$ cat src/rtl/dram_rpm_pkg.sv
package dram_rpm_pkg;

    typedef enum logic [3:0] {
        ST_IDLE,
        ST_PALL,
        ST_WAIT_RP,
        ST_REF,
        ST_WAIT_RFC,
        ST_SR_ENTER,
        ST_SR_HOLD,
        ST_SR_EXIT,
        ST_PD_HOLD,
        ST_PD_EXIT
    } rpm_state_e;

    typedef struct packed {
        logic cke;
        logic cs_n;
        logic ras_n;
        logic cas_n;
        logic we_n;
        logic a10;
    } pin_cmd_t;

    localparam pin_cmd_t PIN_NOP  = '{cke: 1'b1, cs_n: 1'b0, ras_n: 1'b1, cas_n: 1'b1, we_n: 1'b1, a10: 1'b0};
    localparam pin_cmd_t PIN_PALL = '{cke: 1'b1, cs_n: 1'b0, ras_n: 1'b0, cas_n: 1'b1, we_n: 1'b0, a10: 1'b1};
    localparam pin_cmd_t PIN_AREF = '{cke: 1'b1, cs_n: 1'b0, ras_n: 1'b0, cas_n: 1'b0, we_n: 1'b1, a10: 1'b0};
    localparam pin_cmd_t PIN_SREF = '{cke: 1'b0, cs_n: 1'b0, ras_n: 1'b0, cas_n: 1'b0, we_n: 1'b1, a10: 1'b0};
    localparam pin_cmd_t PIN_LOWP = '{cke: 1'b0, cs_n: 1'b0, ras_n: 1'b1, cas_n: 1'b1, we_n: 1'b1, a10: 1'b0};

endpackage

$ cat src/rtl/rpm_phase_timer.sv
module rpm_phase_timer #(
    parameter int W = 8
) (
    input  logic         clk,
    input  logic         rst_n,
    input  logic         load,
    input  logic [W-1:0] load_val,
    output logic         done
);
    logic [W-1:0] cnt;

    always_ff @(posedge clk) begin
        if (!rst_n) begin
            cnt <= '0;
        end else if (load) begin
            cnt <= load_val;
        end else if (cnt != '0) begin
            cnt <= cnt - 1'b1;
        end
    end

    assign done = (cnt == '0);
endmodule

$ cat src/rtl/rpm_debt_tracker.sv
module rpm_debt_tracker #(
    parameter int INTERVAL = 2727,
    parameter int MAX_DEBT = 8
) (
    input  logic clk,
    input  logic rst_n,
    input  logic hold,
    input  logic clear,
    input  logic take,
    output logic owed,
    output logic full
);
    localparam int IW = (INTERVAL > 2) ? $clog2(INTERVAL) : 1;
    localparam int DW = $clog2(MAX_DEBT + 1);
    localparam logic [IW-1:0] RELOAD = IW'(INTERVAL - 1);
    localparam logic [DW-1:0] CAP    = DW'(MAX_DEBT);

    logic [IW-1:0] icnt;
    logic [DW-1:0] debt;
    logic          tick;

    assign tick = !hold && (icnt == '0);

    always_ff @(posedge clk) begin
        if (!rst_n) begin
            icnt <= RELOAD;
        end else if (hold || icnt == '0) begin
            icnt <= RELOAD;
        end else begin
            icnt <= icnt - 1'b1;
        end
    end

    always_ff @(posedge clk) begin
        if (!rst_n || clear) begin
            debt <= '0;
        end else begin
            unique case ({tick, take})
                2'b10:   if (debt != CAP) debt <= debt + 1'b1;
                2'b01:   if (debt != '0) debt <= debt - 1'b1;
                default: debt <= debt;
            endcase
        end
    end

    assign owed = (debt != '0);
    assign full = (debt == CAP);
endmodule

$ cat src/rtl/dram_refresh_pm.sv
module dram_refresh_pm
    import dram_rpm_pkg::*;
#(
    parameter int CLK_PS       = 2860,
    parameter int REF_INTERVAL = 7_800_000 / CLK_PS,
    parameter int MAX_DEBT     = 8,
    parameter int T_RP         = 5,
    parameter int T_RFC        = 17,
    parameter int T_XSR        = 200,
    parameter int T_XP         = 4
) (
    input  logic clk,
    input  logic rst_n,
    input  logic ref_grant,
    input  logic bank_open,
    input  logic xfer_active,
    input  logic sr_req,
    input  logic pd_req,
    output logic ref_req,
    output logic ref_urgent,
    output logic busy,
    output logic cke,
    output logic cs_n,
    output logic ras_n,
    output logic cas_n,
    output logic we_n,
    output logic a10
);
    localparam int M1   = (T_RP > T_RFC) ? T_RP : T_RFC;
    localparam int M2   = (T_XSR > T_XP) ? T_XSR : T_XP;
    localparam int TMAX = (M1 > M2) ? M1 : M2;
    localparam int TW   = $clog2(TMAX + 1);

    rpm_state_e    state, nxt;
    logic          goal_sr;
    logic          sr_go, ref_go, pd_go;
    logic          tm_load, tm_done;
    logic [TW-1:0] tm_val;
    logic          owed, full;
    pin_cmd_t      pins;

    assign sr_go  = ref_grant && sr_req && !xfer_active;
    assign ref_go = ref_grant && owed;
    assign pd_go  = ref_grant && pd_req && !xfer_active;

    rpm_debt_tracker #(
        .INTERVAL (REF_INTERVAL),
        .MAX_DEBT (MAX_DEBT)
    ) u_debt (
        .clk   (clk),
        .rst_n (rst_n),
        .hold  (state == ST_SR_ENTER || state == ST_SR_HOLD),
        .clear (state == ST_SR_ENTER),
        .take  (state == ST_REF),
        .owed  (owed),
        .full  (full)
    );

    rpm_phase_timer #(.W(TW)) u_tmr (
        .clk      (clk),
        .rst_n    (rst_n),
        .load     (tm_load),
        .load_val (tm_val),
        .done     (tm_done)
    );

    // next-state selection
    always_comb begin
        nxt = state;
        unique case (state)
            ST_IDLE: begin
                if (sr_go)       nxt = bank_open ? ST_PALL : ST_SR_ENTER;
                else if (ref_go) nxt = bank_open ? ST_PALL : ST_REF;
                else if (pd_go)  nxt = ST_PD_HOLD;
            end
            ST_PALL:     nxt = ST_WAIT_RP;
            ST_WAIT_RP:  if (tm_done) nxt = goal_sr ? ST_SR_ENTER : ST_REF;
            ST_REF:      nxt = ST_WAIT_RFC;
            ST_WAIT_RFC: if (tm_done) nxt = ST_IDLE;
            ST_SR_ENTER: nxt = ST_SR_HOLD;
            ST_SR_HOLD:  if (!sr_req) nxt = ST_SR_EXIT;
            ST_SR_EXIT:  if (tm_done) nxt = ST_IDLE;
            ST_PD_HOLD:  if (!pd_req) nxt = ST_PD_EXIT;
            ST_PD_EXIT:  if (tm_done) nxt = ST_IDLE;
            default:     nxt = ST_IDLE;
        endcase
    end

    // timer load on entry into a waiting state
    always_comb begin
        tm_load = 1'b0;
        tm_val  = '0;
        if (nxt != state) begin
            unique case (nxt)
                ST_WAIT_RP:  begin tm_load = 1'b1; tm_val = TW'(T_RP - 2);  end
                ST_WAIT_RFC: begin tm_load = 1'b1; tm_val = TW'(T_RFC - 2); end
                ST_SR_EXIT:  begin tm_load = 1'b1; tm_val = TW'(T_XSR - 1); end
                ST_PD_EXIT:  begin tm_load = 1'b1; tm_val = TW'(T_XP - 1);  end
                default:     begin tm_load = 1'b0; tm_val = '0;             end
            endcase
        end
    end

    // state register
    always_ff @(posedge clk) begin
        if (!rst_n) begin
            state   <= ST_IDLE;
            goal_sr <= 1'b0;
        end else begin
            state <= nxt;
            if (state == ST_IDLE) goal_sr <= sr_go;
        end
    end

    // outputs
    always_comb begin
        unique case (state)
            ST_PALL:     pins = PIN_PALL;
            ST_REF:      pins = PIN_AREF;
            ST_SR_ENTER: pins = PIN_SREF;
            ST_SR_HOLD,
            ST_PD_HOLD:  pins = PIN_LOWP;
            default:     pins = PIN_NOP;
        endcase
    end

    assign cke        = pins.cke;
    assign cs_n       = pins.cs_n;
    assign ras_n      = pins.ras_n;
    assign cas_n      = pins.cas_n;
    assign we_n       = pins.we_n;
    assign a10        = pins.a10;
    assign busy       = (state != ST_IDLE);
    assign ref_req    = owed;
    assign ref_urgent = full;
endmodule

$ cat config.mk
export PLATFORM = sky130hd
export DESIGN_NAME = dram_refresh_pm
export DESIGN_NICKNAME = d
export VERILOG_FILES = /design/src/rtl/dram_rpm_pkg.sv /design/src/rtl/rpm_phase_timer.sv /design/src/rtl/rpm_debt_tracker.sv /design/src/rtl/dram_refresh_pm.sv
export SDC_FILE = /design/constraint.sdc
export NUM_CORES = 1
export LEC_CHECK = 0
export BUFFER_PORTS_ARGS = -buffer_cell sky130_fd_sc_hd__clkbuf_2
export CAP_MARGIN = 15
export CORE_UTILIZATION = 30
export CTS_BUF_LIST = sky130_fd_sc_hd__clkbuf_4
export DETAILED_ROUTE_END_ITERATION = 6
export GPL_TIMING_DRIVEN = 1
export SLEW_MARGIN = 20
export SYNTH_ARGS = -nofsm -noshare
export SYNTH_HDL_FRONTEND = slang
export SYNTH_SLANG_ARGS = --single-unit
$ cat constraint.sdc
create_clock -name clk -period 4.1 [get_ports clk]
set_clock_uncertainty 0.1 [all_clocks]
set_input_delay 0.41 -clock clk [delete_from_list [all_inputs] [get_ports clk]]
set_output_delay 0.41 -clock clk [all_outputs]
set_load 0.02 [all_outputs]
Word-level counts from Yosys, hierarchy flattened
Cells that the tools add are included.
{ "totals": {"reg_bits": 29, "inputBits": 7, "out_inout_bits": 9} }
{ "op_classes": {"addsub": 4, "eq_ne": 20, "muxes": 21, "bitwise_logic": 1, "n_reduce_logical": 26} }
{ "op_table": {"columns": ["op", "n"], "rows": [
  ["two-way mux 4 bit", 9],
  ["case mux 4 bit (8 select lines)", 1],
  ["equality test 4 x 3 -> 1 bit, second input constant", 6],
  ["two-way mux 8 bit", 3],
  ["case mux 6 bit (4 select lines)", 1],
  ["case mux 8 bit (3 select lines)", 1],
  ["equality test 4 bit, second input constant", 4],
  ["equality test 4 x 2 -> 1 bit, second input constant", 3],
  ["zero test 12 bit", 1],
  ["subtractor 12 x 1 -> 12 bit, second input constant", 1],
  ["zero test 8 bit", 1],
  ["case mux 4 bit (2 select lines)", 1],
  ["nonzero test 4 bit", 2],
  ["nonzero test 8 bit", 1],
  ["subtractor 8 x 1 -> 8 bit, second input constant", 1],
  ["logical AND 1 bit", 6],
  ["two-way mux 3 bit", 2],
  ["OR reduction 2 bit", 3],
  ["adder 4 x 1 -> 4 bit, second input constant", 1],
  ["equality test 4 x 1 -> 1 bit, second input constant", 1],
  ["zero test 4 bit", 1],
  ["!= test 4 bit", 1],
  ["!= test 4 bit, second input constant", 1],
  ["nonzero test 2 bit", 2],
  ["other kinds (13)", 18]
]} }

Logic depth before layout (Yosys ltp)
Gate-level depths: netlist (run 1).
{ "logic_depth": {"depth_word": 11, "mapped_depth": 13, "mapped_depth_nobuf": 13} }

By module
Synthesis (run 1) repeated with hierarchy kept, for this count alone.
{ "unflattened": {"cells_unflattened": 236, "area_unflattened_um2": 1951.9} }
{ "by_module_without_submodules": {"columns": ["mod", "instances", "cells_each", "area_each_um2", "seq_area_each_um2"], "rows": [
  ["rpm_debt_tracker", 1, 89, 809.5, 320.3],
  ["dram_refresh_pm", 1, 96, 684.4, 100.1],
  ["rpm_phase_timer", 1, 51, 457.9, 160.2]
]} }

Worst setup path before layout (run 1)
No wires, ideal clock.
{ "synth_path": {"path_type": "flip-flop to flip-flop", "from": "reg u_debt.icnt[0]", "to": "reg u_debt.debt[3]", "setup_ns": 0.072, "arrival_ns": 2.579, "t_required_ns": 3.928, "slack_ns": 1.349, "path_stages_with_launch": 14, "path_cell_list": "dfxtp_1 > inv_1 > ha_1 > or3b_2 > nor4_1 > nand2_1 > nand2b_1 > inv_1 > ha_1 > a21o_1 > a21oi_1 > xor2_1 > or3_1 > a21oi_1"} }
{ "synth_via": {"elab_chain_len": 5, "word_cells_on_any_way": 9, "classes_between": "eq/ne (4); mux (1); reduce/logical (4)"} }
{ "synth_rtl": {"columns": ["item", "line_no", "rtl"], "rows": [
  ["from (decl)", "rpm_debt_tracker.sv:18", "logic [IW-1:0] icnt;"],
  ["from (signal assigned)", "rpm_debt_tracker.sv:30", "icnt <= icnt - 1'b1;"],
  ["zero test 12 bit *", "rpm_debt_tracker.sv:22", "assign tick = !hold && (icnt == '0);"],
  ["logical AND 1 bit *", "rpm_debt_tracker.sv:22", null],
  ["equality test 2 bit / equality test 2 x 1 -> 1 bit (equally long branches)", "rpm_debt_tracker.sv:38", "unique case ({tick, take})"],
  ["!= test 2 x 1 -> 1 bit (no line) (tied with other cells)", null, null],
  ["AND reduction 3 bit (no line)", null, null],
  ["to (signal assigned)", "rpm_debt_tracker.sv:39", "2'b10: if (debt != CAP) debt <= debt + 1'b1;"],
  ["to (signal assigned)", "rpm_debt_tracker.sv:40", "2'b01: if (debt != '0) debt <= debt - 1'b1;"],
  ["to (signal assigned)", "rpm_debt_tracker.sv:41", "default: debt <= debt;"],
  ["to (decl)", "rpm_debt_tracker.sv:19", "logic [DW-1:0] debt;"]
]} }
Mark *: on every way between the ends. The rest lies on a longest branch, timed or not.
A chain may end at the register's enable or synchronous reset.

Worst setup path after layout (run 1)
Ends and elaborated chain as after synthesis.

==> results of run 1 <==
==> kinds of logic (layout without fill, tap and decap cells) <==
kind of cell / after synthesis / after routing / share of synthesized area
flops: 29 / 29 / 0.307
simple gates: 97 / 97 / 0.314
compound gates: 49 / 49 / 0.190
fa+ha+maj: 5 / 5 / 0.0371
xor+xnor: 18 / 18 / 0.0834
buf+inv: 21 / 32 / 0.0530
mux: 2 / 2 / 0.0132
other cells: 1 / 1 / 0.00198
==> sequential cells by signal, indices dropped and copies added, names as in the netlist <==
| signal | cells |
|---|---|
| goal_sr | 1 |
| u_debt.debt | 4 |
| state | 4 |
| u_debt.icnt | 12 |
| u_tmr.cnt | 8 |
==> power groups by stage <==
| stage | Clock [mW] | Combinational (mW) | Sequential (mW) |
|---|---|---|---|
| 2_1_floorplan | 0 | 0.364 | 0.355 |
| 3_3_place_gp | 0 | 0.402 | 0.378 |
| 3_5_place_dp | 0 | 0.405 | 0.378 |
| 4_1_cts | 0.245 | 0.408 | 0.371 |
| 5_1_grt | 0.255 | 0.451 | 0.378 |
| 6_report | 0.236 | 0.406 | 0.371 |
==> synth_stat cells (2+ instances only) <==
cell | number | area, um2
or3b_2 | 3 | 26.3
and2_1 | 3 | 18.8
o211ai_1 | 2 | 15.0
a211oi_1 | 3 | 22.5
o21a_1 | 5 | 37.5
nor4_1 | 5 | 31.3
nand3_1 | 2 | 10.0
nor4b_1 | 2 | 17.5
o31ai_1 | 3 | 22.5
a21o_1 | 3 | 22.5
o2111ai_1 | 2 | 17.5
or4_1 | 5 | 37.5
ha_1 | 4 | 50.1
nor3_1 | 5 | 25.0
xnor2_1 | 12 | 105
or3_1 | 4 | 25.0
a31oi_1 | 3 | 18.8
or4b_1 | 2 | 20.0
xor2_1 | 6 | 52.6
clkbuf_1 | 5 | 18.8
dfxtp_1 | 29 | 581
inv_1 | 10 | 37.5
nand3b_1 | 2 | 15.0
and3b_1 | 3 | 26.3
a21oi_2 | 2 | 17.5
o21ai_0 | 5 | 25.0
nand2_1 | 12 | 45.0
nor2b_1 | 8 | 50.1
nand2b_1 | 4 | 25.0
buf_6 | 2 | 22.5
a21oi_1 | 13 | 65.1
buf_2 | 2 | 10.0
nor2_1 | 25 | 93.8
nor3b_1 | 4 | 30.0
==> area by class of cell <==
type                    count  area [um2]
fillers                   629        3920
inverters                  10        37.5
multi-input cells         172        1210
flip-flops and latches     29         581
clock inverters             2        33.8
well taps                  75        93.8
repair buffers             14        70.1
clock buffers               6        45.0
==> path summary, 6_finish.rpt <==
| kind | startpoint | endpoint | slack [ps] |
|---|---|---|---|
| worst max register to register | u_debt.icnt[0] | u_debt.debt[3] | 1120 |
| worst min-delay path | rst_n | u_tmr.cnt[0] | 360 |
| worst min register to register | u_debt.icnt[0] | u_debt.icnt[0] | 370 |
| worst max-delay path | u_debt.icnt[0] | u_debt.debt[3] | 1120 |
==> critical path, stage by stage (launching register included) <==
cell      delay (ps)
dfxtp_1          340
inv_1             60
ha_1             170
or3b_2           500
nor4_1           200
nand2_1          160
nand2b_1         140
inv_1             90
ha_1             280
a21o_1           180
a21oi_1          170
xor2_1            90
or3_1            300
a21oi_1          130
==> stage by stage <==
stage | area, um2 | std cells
floorplan | 1890 | 222
global placement | 1990 | 300
detailed placement | 1990 | 300
CTS | 2070 | 308
global route | 2070 | 308
finish | 2070 | 308
==> per-layer routing <==
layer,share of wire,vias to the layer above,routed length (um),global-route usage
met2,0.47,13,1850,0.217
li1,-,814,-,-
met5,0,-,0,0
met4,0.0074,0,29,0.0321
met3,0.026,5,100,0.0337
met1,0.49,719,1920,0.157
==> out/results.txt, run 1 <==
Pwr/cell area: 489 nW/um2
I/O pins: 16
Worst-margin pin slew: 665 ps
Routed Antenna Nets: 0
Worst hold slack: 360 ps
Initial antenna violation count: 0
Yosys warning total: 0
Clk Tree Root Cell: clkbuf_4
TritonCTS buffer count: 5
GRT Total Usage: 0.127
Largest net degree at the start of global routing: 20
Final worst-path setup slack: 1120 ps
Post-DR vias/cell: 5.04
Combinational share of power: 0.401
Crit path capture type: register
Dpl ws: 1100 ps
Resize count post-CTS: 0
Die width: 81.4 um
RSZ-0062 raised after global routing: false
Syn Area/Cell: 8.51 um2
EDFF count, synth: 0
Total gr overflow: 0
CP required: 4270 ps
Initial DRC count: 42
Clock transition at path regs: 100 ps
R2r worst-path depth: 13
Pleak: 0.781 nW
Worst setup path class: register to register
Period minus WS final: 2980 ps
Net Sw Power: 0.373 mW
Drt total wl: 3910 um
Setup Buffers After CTS: 0
Final-report setup violation count: 0
Number of global-route vias before repair: 1438
Ys async rst share: 0
Status: completed
Sequential share of power: 0.366
Setup tns final: 0 ps
Dpl hpwl: 2970 um
Initial core utilization: 0.315
Via count: 1551
WHS Path Cells: 2
Synth cell types: 56
Pint: 0.640 mW
DRT Pass-1 Iters: 4
Area grow syn2layout: 9.54%
First-pass GRT wire length: 6520 um
Most frequent cells in the layout: dfxtp_1, nor2_1, clkbuf_2
Max Fclk: 0.335 GHz
Switch share: 0.368
CTS Sinks: 29
WP data arrival: 3150 ps
Post-synthesis register bit count: 29
# rows: 28
IO buf count: 14
Layout Utilization: 0.345
# DRC: 0
Layout cell share with drive strength beyond 1: 0.146
Max Slew Vio Count: 0
Period utilization: 0.727
Primary FF master, synth: dfxtp_1
Mapped Cells: 222
Worst-Skew Late Latency: 330 ps
Critical Path Fanout Max: 4
Max IR drop VDD: 0.242 mV
Total of max-cap violations: 0
GPL Wtd Cong: 0.811
Sequential share of the synthesized area: 0.307
Die area: 6620 um2
Mapped Nets: 234
Crit start category: register
Max clock buf depth: 2
Final hold violations: 0
Leading cell type in the layout, fill and taps excluded: dfxtp_1
TritonCTS clock tree: done
H-tree Lvls: 2
Nets: 244
Cts hold-fix bufs: 0
Die Y: 81.4 um
Cell Area, Synth: 1890 um2
HP Class: primary input to register
Slew headroom: 0.552
Total core area: 5990 um2
Antenna diodes: 0
WL/cell: 12.7 um
Clock Power Share: 0.233
Design Power: 1.01 mW
Power figures use the tool's default switching activity.
==> run 2: changes to the inputs <==
- clock period: 4.1 -> 2.68 ns (I/O delays scaled with it)
==> run 2 against run 1 <==
Compared with the run above: first-iteration DRC count is the same; register-to-register slack got worse by 1000 ps; sequential power rose by 50%; non-clock buffer count is 20 higher; largest cell class unchanged; worst setup slack got worse by 1000 ps; core utilization rose by 3.3 points; clock-buffer cell count is the same; die area stayed put; worst hold slack lost 120 ps; clock power up 55%; critical path type unchanged.
==> out/results.txt, run 2 (same netlist as run 1, synthesis figures left out) <==
Dpl ws: -17.9 ps (-1110 ps)
Initial DRC count: 42 (unchanged)
Number of global-route vias before repair: 1545 (+7.4%)
TritonCTS buffer count: 5 (unchanged)
Max Fclk: 0.390 GHz (+16%)
Layout cell share with drive strength beyond 1: 0.249 (+0.103)
Registers with the most flip-flops: u_debt.icnt: 12 flops, u_tmr.cnt: 8 flops
R2R Setup Slk: 110 ps (-1000 ps)
Grt met2 use: 0.236 (+0.0192)
Final hold violations: 0 (unchanged)
Final worst-path setup slack: 114 ps (-1000 ps)
Total of max-cap violations: 0 (unchanged)
Total gr overflow: 0 (unchanged)
Max IR drop VDD: 0.327 mV (+35%)
Nets: 264 (+8.2%)
TritonCTS clock tree: done
First-pass GRT wire length: 7110 um (+9.0%)
R2r worst-path depth: 13 (unchanged)
Crit path capture type: register
Max clock buf depth: 2 (unchanged)
Final-report setup violation count: 0 (unchanged)
Pwr/cell area: 732 nW/um2 (+49%)
Hold Crit Start: rst_n
Via count: 1655 (+6.7%)
# rows: 28 (unchanged)
Area grow syn2layout: 19.9%
Drt total wl: 4170 um (+6.6%)
Antenna diodes: 0 (unchanged)
IO buf count: 14 (unchanged)
CTS Sinks: 29 (unchanged)
R2R Path End: u_debt.debt[3]
Slew headroom: 0.528 (-0.0247)
FILL cells: 618 (-1.7%)
Max reg flops: 12 (unchanged)
Worst setup path class: register to register
Clk Tree Root Cell: clkbuf_4
Initial core utilization: 0.315 (unchanged)
I/O pins: 16 (unchanged)
R2R Path Start: u_debt.icnt[1]
# DRC: 0 (unchanged)
H-tree Lvls: 2 (unchanged)
GPL Wtd Cong: 0.772 (-4.7%)
GRT Total Usage: 0.139 (+0.0117)
Period minus WS final: 2570 ps (-417 ps)
Worst hold slack: 245 ps (-115 ps)
Initial antenna violation count: 0 (unchanged)
Clock transition at path regs: 100 ps (about the same)
Leading cell type in the layout, fill and taps excluded: dfxtp_1
WL/cell: 12.7 um (about the same)
Total core area: 5990 um2 (unchanged)
Dpl hpwl: 3150 um (+6.1%)
Die area: 6620 um2 (unchanged)
Routed Antenna Nets: 0 (unchanged)
Pleak: 0.881 nW (+13%)
Status: completed
Largest net degree at the start of global routing: 16 (-20%)
GR peak layer: met2
Period utilization: 0.957 (+0.230)
WHS Path Cells: 2 (unchanged)
CP required: 2840 ps (-1430 ps)
Most frequent cells in the layout: dfxtp_1, nor2_1, buf_4
WP data arrival: 2720 ps (-430 ps)
Worst-margin pin slew: 701 ps (+36.6 ps)
Multi-input gate area: 1250 um2 (+3.6%)
Die Y: 81.4 um (unchanged)
Reg area: 583 um2 (+0.43%)
Largest Register: u_debt.icnt
Crit start category: register
Max Slew Vio Count: 0 (unchanged)
Worst-Skew Late Latency: 320 ps (about the same)
DRT Pass-1 Iters: 6 (+2)
Die width: 81.4 um (unchanged)
Routing usage on met3: 0.0303 (-0.00337)
Critical Path Fanout Max: 3 (-1)
Post-DR vias/cell: 5.05 (+0.20%)
Routing usage on met1: 0.177 (+0.0203)
Hold Path Sink: u_tmr.cnt[1]
HP Class: primary input to register
[run 2: cell types whose count changed in the layout (fill, tap and decap cells not counted), sizes merged]
| cell | delta |
|---|---|
| buf | +20 |
[run 2: cell type report]
class / count / area share
sequential: 29 / 0.257
tap: 75 / 0.0414
multi-input combinational: 172 / 0.553
clock buffer: 6 / 0.0199
timing repair buffer: 34 / 0.0972
clock inverter: 2 / 0.0149
inverter: 10 / 0.0166
[run 2: layer usage]
| metal | wire [um] | vias up | share of wire |
|---|---|---|---|
| met3 | 94 | 2 | 0.023 |
| met4 | 19 | 0 | 0.0046 |
| li1 | - | 853 | - |
| met2 | 1960 | 19 | 0.47 |
| met5 | 0 | - | 0 |
| met1 | 2100 | 781 | 0.50 |
[run 2: power by group]
| group | switching, mW | internal, mW | total (mW) |
|---|---|---|---|
| Clock | 0.162 | 0.204 | 0.366 |
| Sequential | 0.0700 | 0.488 | 0.558 |
| Combinational | 0.374 | 0.360 | 0.734 |
| Total | 0.606 | 1.05 | 1.66 |
[run 2: critical path, stage by stage (launching register included)]
cell and delay, ps:
dfxtp_1 330, inv_1 60, ha_2 170, or3b_4 380
nor4_2 140, nand2_1 90, nand2b_1 110, inv_2 60
ha_1 270, a21o_1 190, a21oi_2 120, xor2_1 80
or3_1 300, a21oi_1 110
[run 2: worst max path at each step]
stage / startpoint / endpoint / slack [ps] / cells after the start
6_report: u_debt.icnt[1] / u_debt.debt[3] / 110 / 13
5_1_grt: u_tmr.cnt[0] / u_tmr.cnt[3] / -20 / 9
4_1_cts: u_debt.icnt[1] / u_debt.debt[3] / 10 / 13
3_5_place_dp: u_debt.icnt[1] / u_debt.debt[3] / -20 / 13
3_3_place_gp: u_debt.icnt[1] / u_debt.debt[3] / 40 / 13
2_1_floorplan: u_debt.icnt[0] / u_debt.debt[3] / 4 / 13
[run 2: metrics by stage]
stage	setup TNS, ps	std cells	area (um2)	utilization	power [mW]
after floorplan	0	222	1900	-	1.10
after global placement	0	317	2130	0.355	1.24
after detailed placement	-17.9	317	2130	0.355	1.26
after CTS	0	325	2210	0.369	1.63
after global routing	-23.5	328	2270	0.378	1.79
final	0	328	2270	0.378	1.66
[run 2: repair_timing]
| item | in CTS | in global routing |
|---|---|---|
| setup buffers | 0 | 3 |
| pin swaps | 0 | 3 |
| hold buffers | 0 | 0 |
| resized for setup | 1 | 6 |
| setup endpoints to repair | 1 | 7 |
==> run 3: changes to the inputs <==
- MAX_ROUTING_LAYER: default -> met4
==> run 3 against run 2 <==
Compared with the run above: critical path type unchanged; register-to-register slack about the same; highest routed layer unchanged; first-iteration DRC count rose by 14%; sequential share of layout area stayed put; critical endpoint unchanged; core utilization unchanged.
==> out/results.txt, run 3 (same netlist as run 1, synthesis figures left out) <==
Combinational share of power: 0.443 (about the same)
HP Class: primary input to register
Clock Power Share: 0.221 (about the same)
Max Slew Vio Count: 0 (unchanged)
IO buf count: 14 (unchanged)
Hold Crit Start: rst_n
Nets: 264 (unchanged)
WL/cell: 12.8 um (+0.94%)
Clk Tree Root Cell: clkbuf_4
Most frequent cells in the layout: dfxtp_1, nor2_1, buf_4
CTS Sinks: 29 (unchanged)
GRT Total Usage: 0.143 (+0.00427)
Pleak: 0.881 nW (unchanged)
Number of global-route vias before repair: 1544 (-0.065%)
Die width: 81.4 um (unchanged)
Dpl hpwl: 3150 um (unchanged)
Worst-margin pin slew: 703 ps (+1.94 ps)
CP required: 2840 ps (about the same)
Max IR drop VDD: 0.328 mV (+0.11%)
Largest Register: u_debt.icnt
Post-DR vias/cell: 5.03 (-0.30%)
GPL Wtd Cong: 0.783 (+1.3%)
Initial antenna violation count: 0 (unchanged)
Worst-Skew Late Latency: 320 ps (about the same)
Routed Antenna Nets: 0 (unchanged)
Worst hold slack: 243 ps (-2.33 ps)
Leading cell type in the layout, fill and taps excluded: dfxtp_1
# DRC: 0 (unchanged)
Pint: 1.05 mW (unchanged)
Final worst-path setup slack: 112 ps (-1.74 ps)
R2R Path Start: u_debt.icnt[1]
Layout Utilization: 0.378 (unchanged)
WHS Path Cells: 2 (unchanged)
Max reg flops: 12 (unchanged)
Max clock buf depth: 2 (unchanged)
Slowest stage delay, CP: 380 ps (about the same)
Via count: 1650 (-0.30%)
WP data arrival: 2730 ps (about the same)
Dpl ws: -17.9 ps (unchanged)
Sequential share of power: 0.336 (about the same)
TritonCTS clock tree: done
Switch share: 0.366 (+0.000603)
Net Sw Power: 0.607 mW (+0.26%)
Crit path capture type: register
Slew headroom: 0.526 (-0.00131)
Initial core utilization: 0.315 (unchanged)
Design Power: 1.66 mW (about the same)
Layout cell share with drive strength beyond 1: 0.249 (unchanged)
Total core area: 5990 um2 (unchanged)
# rows: 28 (unchanged)
Critical Path Fanout Max: 3 (unchanged)
Final hold violations: 0 (unchanged)
Period minus WS final: 2570 ps (+1.74 ps)
Antenna diodes: 0 (unchanged)
Total of max-cap violations: 0 (unchanged)
Crit start category: register
Die area: 6620 um2 (unchanged)
Pwr/cell area: 732 nW/um2 (about the same)
Period utilization: 0.958 (about the same)
DRT Pass-1 Iters: 5 (-1)
Clock transition at path regs: 100 ps (about the same)
Final-report setup violation count: 0 (unchanged)
Worst setup path class: register to register
Total gr overflow: 0 (unchanged)
I/O pins: 16 (unchanged)
Setup crit start: u_debt.icnt[1]
TritonCTS buffer count: 5 (unchanged)
Registers with the most flip-flops: u_debt.icnt: 12 flops, u_tmr.cnt: 8 flops
R2r worst-path depth: 13 (unchanged)
Die Y: 81.4 um (unchanged)
Max Fclk: 0.389 GHz (about the same)
First-pass GRT wire length: 7120 um (+0.18%)
Worst-path cell with the longest stage delay: or3b_4
CP Cell Sequence: inv_1, ha_2, or3b_4, nor4_2, nand2_1, nand2b_1, inv_2, ha_1, a21o_1, a21oi_2, xor2_1, or3_1, a21oi_1
Status: completed
Area grow syn2layout: 19.9% (unchanged)
Largest net degree at the start of global routing: 16 (unchanged)
Initial DRC count: 48 (+14%)
Drt total wl: 4210 um (+0.94%)
H-tree Lvls: 2 (unchanged)
## run 3: cell counts in the layout (fill, tap and decap cells not counted)
Identical to the previous run, type by type.
## run 3: critical path, delay by kind of cell, from the launching register on
| family | cells | cell delay [ps] |
|---|---|---|
| AND/OR/NAND/NOR | 5 | 1030 |
| adder cells (fa/ha/maj) | 2 | 440 |
| AO/OA/AOI/OAI | 3 | 420 |
| flip-flops | 1 | 330 |
| buffers and inverters | 2 | 120 |
| XOR/XNOR | 1 | 80 |
## run 3: power by group through the flow
stage | logic [mW] | registers [mW] | clock network, mW
2_1_floorplan | 0.557 | 0.543 | 0
3_3_place_gp | 0.677 | 0.566 | 0
3_5_place_dp | 0.689 | 0.567 | 0
4_1_cts | 0.692 | 0.557 | 0.378
5_1_grt | 0.817 | 0.570 | 0.399
6_report | 0.735 | 0.558 | 0.367
## run 3: final cells by class
cell class | instances | area, um2
fill | 618 | 3720
multi-input combinational | 172 | 1250
sequential | 29 | 583
timing repair buffer | 34 | 220
tap | 75 | 93.8
clock buffer | 6 | 45.0
inverter | 10 | 37.5
clock inverter | 2 | 33.8
## run 3: final timing paths
| kind | end | slack [ps] |
|---|---|---|
| worst min-delay path | u_tmr.cnt[1] | 240 |
| worst max register to register | u_debt.debt[3] | 110 |
| worst min register to register | u_debt.icnt[3] | 400 |
| worst max-delay path | u_debt.debt[3] | 110 |
## run 3: layer usage
| metal | GRT usage | wire [um] |
|---|---|---|
| met1 | 0.178 | 2110 |
| met2 | 0.236 | 1960 |
| met3 | 0.0303 | 111 |
| met4 | 0.0321 | 17 |
| met5 | - | 0 |
## run 3: per-stage QoR
step                      area, um2  std cells  TNS (ps)
after floorplan                1900        222         0
after global placement         2130        317         0
after detailed placement       2130        317     -17.9
after CTS                      2210        325         0
after global routing           2270        328     -23.5
final                          2270        328         0
## run 3: timing repair
| action | CTS | global route |
|---|---|---|
| pin swaps | 0 | 3 |
| buffers inserted | 0 | 3 |
| hold buffers | 0 | 0 |
| setup endpoints to repair | 1 | 7 |
| gates resized for setup | 1 | 6 |
